File: config.mk
export PLATFORM = sky130hd
export DESIGN_NAME = gpio_irq_ctrl
export DESIGN_NICKNAME = d
export VERILOG_FILES = /design/src/rtl/gpio_irq_pkg.sv /design/src/rtl/gpio_rst_sync.sv /design/src/rtl/gpio_sync2.sv /design/src/rtl/gpio_regfile.sv /design/src/rtl/gpio_irq_unit.sv /design/src/rtl/gpio_irq_ctrl.sv
export SDC_FILE = /design/constraint.sdc
export NUM_CORES = 1
export LEC_CHECK = 0
export BUFFER_PORTS_ARGS = -buffer_cell sky130_fd_sc_hd__buf_2
export CAP_MARGIN = 40
export CORE_MARGIN = 1
export CORE_UTILIZATION = 30
export DETAILED_ROUTE_END_ITERATION = 8
export PLACE_DENSITY_LB_ADDON = 0.08
export SLEW_MARGIN = 20
export SYNTH_ARGS = -nofsm -noshare
export SYNTH_HDL_FRONTEND = slang
export SYNTH_HIERARCHICAL = 1
export SYNTH_SLANG_ARGS = --single-unit
export TNS_END_PERCENT = 5
File: constraint.sdc
create_clock -name clk -period 26.3 [get_ports clk]
set_input_delay 3.945 -clock clk [delete_from_list [all_inputs] [get_ports clk]]
set_output_delay 3.945 -clock clk [all_outputs]
set_load 0.05 [all_outputs]
File: src/rtl/gpio_irq_pkg.sv
package gpio_irq_pkg;
  localparam int REG_AW = 4;

  // Word addresses of the register bus
  typedef enum logic [REG_AW-1:0] {
    RA_POL    = 4'd0,  // polarity, 1 = inverted
    RA_TRIG   = 4'd1,  // 1 = edge, 0 = level
    RA_MODE   = 4'd2,  // 1 = interrupt input, 0 = general I/O
    RA_DIR    = 4'd3,  // 1 = output
    RA_OUTV   = 4'd4,  // output level
    RA_INLVL  = 4'd5,  // synchronized input, read only
    RA_PEND   = 4'd6,  // pending status, read only
    RA_ACK    = 4'd7,  // write one to clear pending
    RA_MASK   = 4'd8,  // write zero to mask
    RA_UNMASK = 4'd9   // write one to unmask
  } reg_addr_e;
endpackage

File: src/rtl/gpio_rst_sync.sv
module gpio_rst_sync (
  input  logic clk,
  input  logic rst_n,
  output logic rst_sync_n
);
  logic [1:0] stage_q;
  logic [1:0] stage_d;

  always_comb begin
    stage_d = {stage_q[0], 1'b1};
  end

  always_ff @(posedge clk or negedge rst_n) begin
    if (!rst_n) stage_q <= 2'b00;
    else        stage_q <= stage_d;
  end

  assign rst_sync_n = stage_q[1];
endmodule

File: src/rtl/gpio_sync2.sv
module gpio_sync2 #(
  parameter int W = 32
) (
  input  logic         clk,
  input  logic         rst_n,
  input  logic [W-1:0] async_in,
  output logic [W-1:0] sync_out
);
  logic [W-1:0] meta_q;
  logic [W-1:0] sync_q;

  always_ff @(posedge clk or negedge rst_n) begin
    if (!rst_n) begin
      meta_q <= '0;
      sync_q <= '0;
    end else begin
      meta_q <= async_in;
      sync_q <= meta_q;
    end
  end

  assign sync_out = sync_q;
endmodule

File: src/rtl/gpio_regfile.sv
module gpio_regfile
  import gpio_irq_pkg::*;
#(
  parameter int N = 32
) (
  input  logic              clk,
  input  logic              rst_n,
  input  logic [REG_AW-1:0] addr,
  input  logic              we,
  input  logic [N-1:0]      wdata,
  output logic [N-1:0]      rdata,
  input  logic [N-1:0]      lvl,
  input  logic [N-1:0]      pend,
  output logic [N-1:0]      pol_q,
  output logic [N-1:0]      trig_q,
  output logic [N-1:0]      mode_q,
  output logic [N-1:0]      dir_q,
  output logic [N-1:0]      outv_q,
  output logic [N-1:0]      mask_q,
  output logic [N-1:0]      ack
);
  logic wr_pol, wr_trig, wr_mode, wr_dir, wr_outv, wr_ack, wr_mask, wr_unmask;
  logic [N-1:0] pol_d, trig_d, mode_d, dir_d, outv_d, mask_d;

  // write decode
  always_comb begin
    wr_pol    = we && (addr == RA_POL);
    wr_trig   = we && (addr == RA_TRIG);
    wr_mode   = we && (addr == RA_MODE);
    wr_dir    = we && (addr == RA_DIR);
    wr_outv   = we && (addr == RA_OUTV);
    wr_ack    = we && (addr == RA_ACK);
    wr_mask   = we && (addr == RA_MASK);
    wr_unmask = we && (addr == RA_UNMASK);
  end

  // next state
  always_comb begin
    pol_d  = wr_pol  ? wdata : pol_q;
    trig_d = wr_trig ? wdata : trig_q;
    mode_d = wr_mode ? wdata : mode_q;
    dir_d  = wr_dir  ? wdata : dir_q;
    outv_d = wr_outv ? wdata : outv_q;
    mask_d = mask_q;
    if (wr_mask)   mask_d = mask_q | ~wdata;
    if (wr_unmask) mask_d = mask_q & ~wdata;
    ack    = wr_ack ? wdata : '0;
  end

  always_ff @(posedge clk or negedge rst_n) begin
    if (!rst_n) begin
      pol_q  <= '0;
      trig_q <= '0;
      mode_q <= '0;
      dir_q  <= '0;
      outv_q <= '0;
      mask_q <= '1;
    end else begin
      if (wr_pol)               pol_q  <= pol_d;
      if (wr_trig)              trig_q <= trig_d;
      if (wr_mode)              mode_q <= mode_d;
      if (wr_dir)               dir_q  <= dir_d;
      if (wr_outv)              outv_q <= outv_d;
      if (wr_mask || wr_unmask) mask_q <= mask_d;
    end
  end

  // read mux, same cycle
  always_comb begin
    case (addr)
      RA_POL:   rdata = pol_q;
      RA_TRIG:  rdata = trig_q;
      RA_MODE:  rdata = mode_q;
      RA_DIR:   rdata = dir_q;
      RA_OUTV:  rdata = outv_q;
      RA_INLVL: rdata = lvl;
      RA_PEND:  rdata = pend;
      RA_MASK:  rdata = mask_q;
      default:  rdata = '0;
    endcase
  end
endmodule

File: src/rtl/gpio_irq_unit.sv
module gpio_irq_unit #(
  parameter int N = 32
) (
  input  logic         clk,
  input  logic         rst_n,
  input  logic [N-1:0] lvl,
  input  logic [N-1:0] pol,
  input  logic [N-1:0] trig,
  input  logic [N-1:0] mode,
  input  logic [N-1:0] mask,
  input  logic [N-1:0] ack,
  output logic [N-1:0] pend_q,
  output logic         irq
);
  logic [N-1:0] qual;
  logic [N-1:0] prev_q;
  logic [N-1:0] pend_d;

  for (genvar i = 0; i < N; i++) begin : g_pin
    logic hit;
    always_comb begin
      qual[i] = lvl[i] ^ pol[i];
      hit     = qual[i] & ~prev_q[i];
      if (!mode[i])     pend_d[i] = 1'b0;
      else if (trig[i]) pend_d[i] = hit | (pend_q[i] & ~ack[i]);
      else              pend_d[i] = qual[i];
    end
  end

  always_ff @(posedge clk or negedge rst_n) begin
    if (!rst_n) begin
      prev_q <= '0;
      pend_q <= '0;
    end else begin
      prev_q <= qual;
      pend_q <= pend_d;
    end
  end

  assign irq = |(pend_q & ~mask & mode);
endmodule

File: src/rtl/gpio_irq_ctrl.sv
module gpio_irq_ctrl #(
  parameter int N_PINS = 32
) (
  input  logic                            clk,
  input  logic                            rst_n,
  input  logic [gpio_irq_pkg::REG_AW-1:0] bus_addr,
  input  logic                            bus_we,
  input  logic [N_PINS-1:0]               bus_wdata,
  output logic [N_PINS-1:0]               bus_rdata,
  input  logic [N_PINS-1:0]               pad_in,
  output logic [N_PINS-1:0]               pad_out,
  output logic [N_PINS-1:0]               pad_oe,
  output logic                            irq_out
);
  logic              rst_sync_n;
  logic [N_PINS-1:0] lvl;
  logic [N_PINS-1:0] pol_q, trig_q, mode_q, dir_q, outv_q, mask_q, ack;
  logic [N_PINS-1:0] pend_q;

  gpio_rst_sync u_rst (
    .clk        (clk),
    .rst_n      (rst_n),
    .rst_sync_n (rst_sync_n)
  );

  gpio_sync2 #(.W(N_PINS)) u_sync (
    .clk      (clk),
    .rst_n    (rst_sync_n),
    .async_in (pad_in),
    .sync_out (lvl)
  );

  gpio_regfile #(.N(N_PINS)) u_regs (
    .clk    (clk),
    .rst_n  (rst_sync_n),
    .addr   (bus_addr),
    .we     (bus_we),
    .wdata  (bus_wdata),
    .rdata  (bus_rdata),
    .lvl    (lvl),
    .pend   (pend_q),
    .pol_q  (pol_q),
    .trig_q (trig_q),
    .mode_q (mode_q),
    .dir_q  (dir_q),
    .outv_q (outv_q),
    .mask_q (mask_q),
    .ack    (ack)
  );

  gpio_irq_unit #(.N(N_PINS)) u_irq (
    .clk    (clk),
    .rst_n  (rst_sync_n),
    .lvl    (lvl),
    .pol    (pol_q),
    .trig   (trig_q),
    .mode   (mode_q),
    .mask   (mask_q),
    .ack    (ack),
    .pend_q (pend_q),
    .irq    (irq_out)
  );

  assign pad_out = outv_q;
  assign pad_oe  = dir_q & ~mode_q;
endmodule

==> results.cfg <==
[run_status]
outcome = complete, no violations

[synthesis]
async_flop_share_pct = 100
synth_xor_area_share_pct = 1.94
yosysSeqAreaShare_pct = 55.9
synthAdderAreaFrac_pct = 0
synth_seq_cells = 322
synthSimpleGateAreaFrac_pct = 9.76
synth-edff-count = 0
synth_top_family_by_area = multiplexers
syn_inst = 1101
syn_nets = 1172
ys_types = 37
synth.cell_area_sq_mm = 0.0145
synth_top_flop_cell = dfrtp_1
synth_compound_area_share_pct = 10.2
synthMuxAreaShare_pct = 19.1
syn_area_per_cell_sq_um = 13.2
yosys_warnings = 6

[routing]
wl_per_cell_um = 22.0
drc = 0
drt_iter0_markers = 489
vias_per_cell = 4.98
num_vias = 9544
routed_wl_um = 42200
ant_nets = 0
drtPass1Iterations = 4

[hold_path]
hp-class = flip-flop to async pin

[grt]
grt_pass1_vias = 9951
grt_remaining_overflow = 0
track_usage_pct = 17.4
antenna_found_initial = 1
grt_start_max_net_pins = 65
grt_first_pass_wirelength_um = 64900

[layout]
diodes = 0
final_common_cell = dfrtp_1
area_growth_pct = 20.9
fill_cells = 4689
final_cell_mix = 289 x dfrtp_1, 166 x buf_2, 158 x mux2_2
fin_util_pct = 36.8
fin_cells = 1916
drive_gt1_share_pct = 38.3
nets = 1340

[die]
design.die.area_sq_mm = 0.0492
placementRows = 80
fp.dieW_um = 222
ios = 168
die_h_um = 222
core_area_sq_mm = 0.0476
initial_utilization_pct = 30.4

[timing]
period_needed_ns = 10.01
period_share_pct = 38.0
max_freq_mhz = 99.9
finalSetupViolations = 0
rsz0062_at_grt = false
slew_headroom_pct = 45.0
timing.hold.ws_ns = 0.121
worst_pin_slew_ns = 0.826
clock_skew_ns = 0.0216
drv_slew = 0
finalHoldViolCount = 0
final.setup.tns_ns = 0

[setup_path]
regToRegSetupSlack_ns = 24.22
rr_endpoint = u_regs/mask_q[1]
crit_required_ns = 22.35
cp-end-kind = primary output
worst_setup_path_start_kind = input pin
worst_ep_arrival_time_ns = 6.06
worstSetupStartpoint = bus_addr[0]
reg2reg_depth = 4
r2r_start = u_rst/stage_q[1]
path_max_fanout = 60
path_class = input pin to primary output

[placement]
routabilityCongestion = 0.707
dp_cells = 1838
hpwl_um = 25900
portBuffers = 167

[flow_run]
cap_violations = 0

[clock_network]
cts_setup_buffers = 0
clk_latency_ns = 0.57
cts_buffers = 41
cts_root_buf = clkbuf_16
h-tree-depth = 2
path_clk_slew_ns = 0.06
clock_sinks = 322
cts_tree = done
holdBufCountCts = 0
post_cts_resized = 0
cts_buffer_depth = 3

[power_and_ir_drop]
powerDensity_mw_per_mm2 = 93.8
power.leakage_nw = 7.79
ir_worst_vdd_mv = 0.0424
## how the worst max path moves through the flow
| stage | slack [ns] | cells past startpoint | endpoint |
|---|---|---|---|
| 2_1_floorplan | 16.52 | 6 | bus_rdata[13] |
| 3_3_place_gp | 15.98 | 6 | bus_rdata[10] |
| 3_5_place_dp | 16.08 | 7 | bus_rdata[10] |
| 4_1_cts | 16.09 | 7 | bus_rdata[10] |
| 5_1_grt | 16.09 | 8 | bus_rdata[15] |
| 6_report | 16.29 | 8 | bus_rdata[15] |
## report_power, final
| group | total (mW) | switching (mW) | leakage (nW) | internal, mW |
|---|---|---|---|---|
| Sequential | 0.696 | 0.0918 | 3.86 | 0.605 |
| Clock | 0.574 | 0.222 | 0.696 | 0.352 |
| Combinational | 0.372 | 0.225 | 3.23 | 0.147 |
## sequential cells by signal (all words and copies together) (netlist names)
register and flops:
u_regs/trig_q 32, u_regs/mask_q 32, u_rst/stage_q 2, u_regs/outv_q 32, u_sync/sync_out 32, u_irq/pend_q 32, u_regs/mode_q 32, u_regs/dir_q 32
u_sync/meta_q 32, u_regs/pol_q 32, u_irq/prev_q 32
## metal layers
layer | global-route usage, % | part of all wire, %
met5 | 0 | 0.031
met4 | 4.73 | 1.7
met3 | 3.19 | 4.4
met2 | 27.7 | 47
met1 | 24.1 | 47
## metrics by stage
step	worst slack, ns	area (sq um)	power (mW)
4_1_cts	16.09	17400	1.67
3_3_place_gp	15.98	15900	1.08
5_1_grt	16.09	17500	1.73
6_report	16.29	17500	1.64
3_5_place_dp	16.08	16000	1.08
2_1_floorplan	16.52	14500	0.968
## synth_stat cells (2+ instances only)
library cell,number,area (sq um)
or2_1,2,12.5
mux2_1,2,22.5
nor4_1,2,12.5
nand3_1,33,165
buf_6,6,67.6
nor3b_4,2,37.5
nand4b_1,2,17.5
o22ai_1,15,93.8
o22a_1,32,280
dfrtp_1,290,7260
mux2_2,158,1780
buf_4,3,22.5
mux2i_1,96,961
nor2b_4,32,440
o221ai_1,32,280
and3_1,32,200
a32oi_1,32,280
nand2_1,66,248
o2bb2ai_1,32,280
a22oi_1,32,240
buf_2,16,80.1
xor2_1,32,280
nor2b_1,32,200
nor3b_1,2,15.0
inv_1,32,120
clkbuf_1,42,158
dfstp_2,32,841
nor3_1,2,10.0
nor2_1,2,7.51
## worst max-delay path, stage by stage
cell and delay (ns):
buf_6 0.24, buf_16 0.34, buf_4 0.44, buf_12 0.26, mux2i_1 0.23, o22a_1 0.14
o221ai_1 0.14, buf_2 0.26
## area by class of cell
class                           count  area (sq um)  share of cell area, %
Clock inverter                     12          96.3                  0.550
Multi-Input combinational cell    680          5950                   34.0
Clock buffer                       63          1310                   7.49
Timing Repair Buffer              192          1160                   6.62
Sequential cell                   322          8100                   46.3
Inverter                           32           120                  0.686
Tap cell                          615           769                   4.39
## logic make-up (layout without fill, tap and decap cells)
kind of cell | after synthesis | in the layout
compound gates | 176 | 176
flops | 322 | 322
xor+xnor | 32 | 32
buf+inv | 99 | 299
simple gates | 215 | 215
mux | 256 | 256
other cells | 1 | 1
Power figures use the tool's default switching activity.
